[src/rtl/scrub_pkg.sv]
package scrub_pkg;
  localparam int SYM_W = 5;
  localparam logic [SYM_W-1:0] INV_SYM   = 5'b00000;
  localparam logic [SYM_W-1:0] SCRUB_SYM = 5'b00100;

  typedef enum logic [1:0] {
    SEL_PASS  = 2'd0,
    SEL_INV   = 2'd1,
    SEL_SCRUB = 2'd2
  } lane_sel_e;
endpackage

[src/rtl/scrub_cfg_reg.sv]
module scrub_cfg_reg #(
  parameter int NPORT = 4
) (
  input  logic             clk,
  input  logic             rst_n,
  input  logic             take,
  input  logic             follow,
  input  logic [NPORT-1:0] base,
  input  logic [NPORT-1:0] alt,
  output logic [NPORT-1:0] chg,
  output logic             differs
);
  logic [NPORT-1:0] act_q;
  logic [NPORT-1:0] chg_q;

  assign differs = |(act_q ^ alt);
  assign chg     = chg_q;

  always_ff @(posedge clk or negedge rst_n) begin
    if (!rst_n) begin
      act_q <= '0;
      chg_q <= '0;
    end else if (take) begin
      chg_q <= act_q ^ alt;
      act_q <= alt;
    end else if (follow) begin
      act_q <= base;
    end
  end
endmodule

[src/rtl/scrub_seq_ctrl.sv]
module scrub_seq_ctrl #(
  parameter int THR_W = 16
) (
  input  logic             clk,
  input  logic             rst_n,
  input  logic             start,
  input  logic [THR_W-1:0] thr,
  input  logic             beat,
  output logic             busy,
  output logic             in_prefix
);
  localparam int IDX_W = THR_W + 2;

  logic [IDX_W-1:0] idx_q;
  logic [IDX_W-1:0] last_q;
  logic             busy_q;

  assign busy      = busy_q;
  assign in_prefix = (idx_q[IDX_W-1:1] == '0);

  always_ff @(posedge clk or negedge rst_n) begin
    if (!rst_n) begin
      busy_q <= 1'b0;
      idx_q  <= '0;
      last_q <= '0;
    end else if (start) begin
      busy_q <= 1'b1;
      idx_q  <= '0;
      last_q <= {1'b0, thr, 1'b1};
    end else if (busy_q && beat) begin
      if (idx_q == last_q) busy_q <= 1'b0;
      else                 idx_q  <= idx_q + 1'b1;
    end
  end
endmodule

[src/rtl/scrub_lane_mux.sv]
module scrub_lane_mux
  import scrub_pkg::*;
#(
  parameter int NPORT = 4
) (
  input  logic                   busy,
  input  logic                   in_prefix,
  input  logic [NPORT-1:0]       chg,
  input  logic [NPORT*SYM_W-1:0] din,
  output logic [NPORT*SYM_W-1:0] dout
);
  for (genvar g = 0; g < NPORT; g++) begin : g_lane
    lane_sel_e sel;
    always_comb begin
      if (busy && chg[g]) sel = in_prefix ? SEL_INV : SEL_SCRUB;
      else                sel = SEL_PASS;
    end
    always_comb begin
      unique case (sel)
        SEL_INV:   dout[g*SYM_W +: SYM_W] = INV_SYM;
        SEL_SCRUB: dout[g*SYM_W +: SYM_W] = SCRUB_SYM;
        default:   dout[g*SYM_W +: SYM_W] = din[g*SYM_W +: SYM_W];
      endcase
    end
  end
endmodule

[src/rtl/scrub_trig_seq.sv]
module scrub_trig_seq
  import scrub_pkg::*;
#(
  parameter int NPORT = 4,
  parameter int THR_W = 16
) (
  input  logic                   clk,
  input  logic                   rst_n,
  input  logic                   trig,
  input  logic                   scrub_en,
  input  logic [NPORT-1:0]       cfg_base,
  input  logic [NPORT-1:0]       cfg_alt,
  input  logic [THR_W-1:0]       scrub_thr,
  input  logic                   s_valid,
  output logic                   s_ready,
  input  logic [NPORT*SYM_W-1:0] s_sym,
  output logic                   m_valid,
  input  logic                   m_ready,
  output logic [NPORT*SYM_W-1:0] m_sym,
  output logic                   busy
);
  logic             take;
  logic             follow;
  logic             differs;
  logic             beat;
  logic             in_prefix;
  logic [NPORT-1:0] chg;

  assign take    = trig && scrub_en && !busy;
  assign follow  = !scrub_en && !busy;
  assign beat    = s_valid && m_ready;
  assign s_ready = m_ready;
  assign m_valid = s_valid;

  scrub_cfg_reg #(.NPORT(NPORT)) u_cfg (
    .clk     (clk),
    .rst_n   (rst_n),
    .take    (take),
    .follow  (follow),
    .base    (cfg_base),
    .alt     (cfg_alt),
    .chg     (chg),
    .differs (differs)
  );

  scrub_seq_ctrl #(.THR_W(THR_W)) u_seq (
    .clk       (clk),
    .rst_n     (rst_n),
    .start     (take && differs),
    .thr       (scrub_thr),
    .beat      (beat),
    .busy      (busy),
    .in_prefix (in_prefix)
  );

  scrub_lane_mux #(.NPORT(NPORT)) u_mux (
    .busy      (busy),
    .in_prefix (in_prefix),
    .chg       (chg),
    .din       (s_sym),
    .dout      (m_sym)
  );
endmodule

[config.mk]
export PLATFORM = sky130hd
export DESIGN_NAME = scrub_trig_seq
export DESIGN_NICKNAME = d
export VERILOG_FILES = /design/src/rtl/scrub_pkg.sv /design/src/rtl/scrub_cfg_reg.sv /design/src/rtl/scrub_seq_ctrl.sv /design/src/rtl/scrub_lane_mux.sv /design/src/rtl/scrub_trig_seq.sv
export SDC_FILE = /design/constraint.sdc
export NUM_CORES = 1
export LEC_CHECK = 0
export BUFFER_PORTS_ARGS = -buffer_cell sky130_fd_sc_hd__buf_2
export CORE_ASPECT_RATIO = 0.5
export CORE_UTILIZATION = 52
export CTS_CLUSTER_SIZE = 16
export DETAILED_ROUTE_END_ITERATION = 8
export PLACE_DENSITY_LB_ADDON = 0.25
export SLEW_MARGIN = 15
export SYNTH_ARGS = -nofsm -noshare
export SYNTH_HDL_FRONTEND = slang
export SYNTH_HIERARCHICAL = 1
export SYNTH_SLANG_ARGS = --single-unit
[constraint.sdc]
create_clock -name clk -period 2.2 [get_ports clk]
set_input_delay 0.22 -clock clk [delete_from_list [all_inputs] [get_ports clk]]
set_output_delay 0.22 -clock clk [all_outputs]
set_load 0.1 [all_outputs]
==> impl.org <==
** Synth
- Ranked by instance count, the synthesized netlist is headed by sky130_fd_sc_hd__dfrtp_1, sky130_fd_sc_hd__a21oi_1, sky130_fd_sc_hd__and2_2, sky130_fd_sc_hd__mux2_2, sky130_fd_sc_hd__nand2_1.
- By instance count, the leading cell after synthesis is sky130_fd_sc_hd__dfrtp_1.
- Number of warnings issued by yosys :: 6
- Cells after synthesis :: approximately 240
- Avg Inst Size Synth :: ~10 sq um
- By area the synthesized netlist is led by sky130_fd_sc_hd__dfrtp_1, sky130_fd_sc_hd__mux2_2, sky130_fd_sc_hd__xor2_1.
- Synthesized net count :: ~300
- Most used flip-flop cell after synthesis :: sky130_fd_sc_hd__dfrtp_1
- In this run the cell area of the synthesized design comes to roughly 0.0025 sq mm.
- Number of synthesized register bits :: 44
- Synthesis instantiated 40 different standard cells from the library.
- Yosys mapped a number of flops with a built-in enable equal to 0.
- Counting flops with an async set or reset pin after synthesis yields a share of 1.00.
- Yosys top cell area share :: 0.435
- sky130_fd_sc_hd__dfrtp_1 takes more of the synthesized area than any other cell.
- Part of the Yosys area used for sequential elements :: 0.435

** Setup path
- Slack of the worst reg-to-reg path :: approximately 0.14 ns
- Data required, critical path :: a little under 2 ns
- Worst Path Class, Setup :: register to output pin
- FF-to-FF End :: u_seq/idx_q[2]$_DFFE_PN0P_
- The worst setup path is captured at an output pin.
- STA puts the critical path data arrival time at 1.91 ns.
- Reg2Reg Launch Point :: u_seq/idx_q[3]$_DFFE_PN0P_
- STA classifies the critical path startpoint as a register.
- Path depth of the worst reg2reg path :: 7
- Crit path launch :: u_seq/idx_q[5]$_DFFE_PN0P_
- In this run the worst setup path terminates at m_sym[7].
- Along the worst path, the maximum fanout reaches 7.

** Clocking
- Buffers added to address setup during post-CTS repair amount to 0.
- The clock net in this run drives a total of 44 sinks.
- Root buffer selected by CTS :: sky130_fd_sc_hd__clkbuf_8
- The clock passes through at most 2 buffers.
- Number of buffers created by CTS :: 5
- Clock edge transition at the registers on the reported setup and hold paths :: ~0.080 ns
- The later pin in the worst-skew pair is clocked with a latency of roughly 0.30 ns.
- TritonCTS built the clock tree.
- In this run the number of H-tree levels came out at 2.

** Timing
- Shortest clock period the worst path allows after layout :: ~2.1 ns
- Final setup TNS :: 0 ns
- Unrepaired setup endpoints after global routing :: true
- Static timing analysis puts the maximum clock frequency at around 470 MHz.
- Count of final max-slew check failures :: 0
- Worst Clk Skew :: 0.00803 ns
- The number of hold-slack violations in the final timing report is 0.
- In this run the tightest slew margin relative to its limit is 0.674.
- Worst Tran Pin Value :: just under 0.5 ns
- Of the available clock period, the critical path in the final layout requires 0.968.
- Final worst setup slack :: 0.0693 ns
- Number of endpoints failing setup at the final stage :: 0

** Place
- At the end of routability-driven placement, the weighted congestion stood at 0.856.
- Summed over all nets, the half-perimeter wirelength after detailed placement is roughly 4100 microns.
- Setup Slack @ Placement :: around 0.13 ns
- Number of port buffers :: 72

** GRT
- Global routing finished with a remaining overflow of 0.
- Vias in the first global route :: about 2000
- For this run, the total global-route usage over all layers was measured as 0.240.
- Wire length of the first global-routing pass :: 9320 microns
- The initial antenna violation count was 0.
- Largest net degree at the start of global routing :: 39

** Final layout
- Compared with the post-synthesis result, the final layout area differs by 25.9%.
- In the final layout, the share of cells above drive strength 1 is 0.451.
- 0 antenna diodes ended up in the layout.
- Fillers :: about 350
- Net count reported at finish :: ~370

** Job
- Max-cap viol count :: 0

** Routing
- Detailed routing inserted a total of approximately 2100 vias.
- For this run, design rule violations remaining after detail routing come to 0.
- Using the TritonRoute via totals, the vias-per-cell ratio works out to 5.42.
- In this run, the number of DRC markers left after iteration 0 of detailed routing was ~140.
- In the final routed layout, each cell accounts on average for 14.9 microns.
- Before antenna repair, the detailed router went through 5 iterations.
- Final WL :: about 5700 microns
- Number of nets with antenna violations after detailed routing :: 0

** Worst hold path
- The startpoint identified for the worst hold timing path is scrub_thr[2].
- The worst hold path belongs to the class input port to register.

** Floorplan
- Floorplan row count :: 17
- The die covers 0.00517 sq mm.
- Die width :: approximately 100 microns
- The floorplan step defined a core boundary enclosing approximately 0.0045 sq mm.
- # IOs :: 73
- For this configuration, the core starts out at a cell density of 0.559.
- Die Height :: 51.4 microns

** Power and ir drop
- For this design the static power due to leakage is between 0.001 and 0.0015 uW.
- Worst vdd ir :: 1150 uV
- For this design the ratio of total power to cell area is 1400 mW/mm^2.

** Status
- Status :: finished, final reports clean
-- how the worst min path moves through the flow --
stage | to | slack (ns) | cells after the start
2_1_floorplan | u_cfg/act_q[0]$_DFFE_PN0P_ | -0.08 | 0
3_3_place_gp | u_seq/idx_q[12]$_DFFE_PN0P_ | 0.13 | 1
3_5_place_dp | u_seq/idx_q[10]$_DFFE_PN0P_ | 0.12 | 1
4_1_cts | u_seq/last_q[3]$_DFFE_PN0P_ | 0.14 | 2
5_1_grt | u_seq/last_q[4]$_DFFE_PN0P_ | 0.14 | 2
6_report | u_seq/last_q[3]$_DFFE_PN0P_ | 0.15 | 2
-- final cells by class --
class                   instances  area [sq um]  share of cell area
inverters                       8          30.0             0.00941
clock buffers                   8          90.1              0.0282
repair buffers                 79           500               0.157
flip-flops and latches         44          1110               0.347
well taps                      66          82.6              0.0259
multi-input cells             178          1380               0.433
-- state kept, by name, summed over array words and instances, names as in the netlist --
name	cells
u_cfg/act_q	4
u_cfg/chg	4
u_seq/idx_q	18
u_seq/busy	1
u_seq/last_q	17
-- worst max-delay path, cell delays in order (launching register included) --
cell and delay [ns]:
sky130_fd_sc_hd__dfrtp_2 0.48, sky130_fd_sc_hd__nor4_4 0.28, sky130_fd_sc_hd__nand4_1 0.14, sky130_fd_sc_hd__nor4_2 0.22, sky130_fd_sc_hd__buf_4 0.24, sky130_fd_sc_hd__mux2i_4 0.09, sky130_fd_sc_hd__buf_12 0.17
-- stage by stage --
stage	area [sq um]	hold WS (ns)	total power [uW]	instances	util
2_1_floorplan	2590	-0.0756	3320	244	-
3_3_place_gp	2990	0.125	3670	374	0.659
4_1_cts	3130	0.141	4330	383	0.692
5_1_grt	3190	0.142	4700	383	0.704
3_5_place_dp	2990	0.118	3720	374	0.659
6_report	3190	0.151	4460	383	0.704
-- cell usage in the layout, fill, tap and decap left out, types with 7 or more instances in the layout --
master	instances
sky130_fd_sc_hd__buf_2	68
sky130_fd_sc_hd__dfrtp_1	40
sky130_fd_sc_hd__a21oi_1	17
sky130_fd_sc_hd__nand2_1	16
sky130_fd_sc_hd__and2_2	16
sky130_fd_sc_hd__mux2_2	16
sky130_fd_sc_hd__xor2_1	14
sky130_fd_sc_hd__nor2_1	13
sky130_fd_sc_hd__xnor2_1	8
sky130_fd_sc_hd__inv_1	8
sky130_fd_sc_hd__o31ai_1	8
sky130_fd_sc_hd__or4_1	8
sky130_fd_sc_hd__o21ai_1	7
-- report_power, final --
part | internal, uW | leakage [uW] | switching [uW] | total, uW
logic | 891 | 0.000879 | 1720 | 2610
registers | 1080 | 0.000542 | 263 | 1340
clock network | 256 | 0.0000455 | 259 | 515
-- metal layers --
layer | up-vias | part of all wire | track usage
li1 | 1001 | - | -
met3 | 5 | 0.067 | 0.0602
met1 | 994 | 0.45 | 0.322
met5 | - | 0 | 0
met2 | 75 | 0.48 | 0.386
met4 | 0 | 0.0091 | 0.0773
-- repair_timing --
action                                  4_1_cts  5_1_grt
endpoints found under the setup margin        4        6
hold endpoints to repair                     11        0
hold buffers                                  1        0
resized for setup                            13       12
-- cell families (layout without fill, tap and decap cells) --
kind of cell | after synthesis | count (layout) | synth area share
AND/OR/NAND/NOR | 90 | 90 | 0.213
buffers and inverters | 22 | 95 | 0.0583
multiplexers | 27 | 27 | 0.119
adder cells (fa/ha/maj) | 1 | 1 | 0.00494
flip-flops | 44 | 44 | 0.435
AO/OA/AOI/OAI | 38 | 38 | 0.0948
XOR/XNOR | 22 | 22 | 0.0761
(Power assumes the default switching activity.)
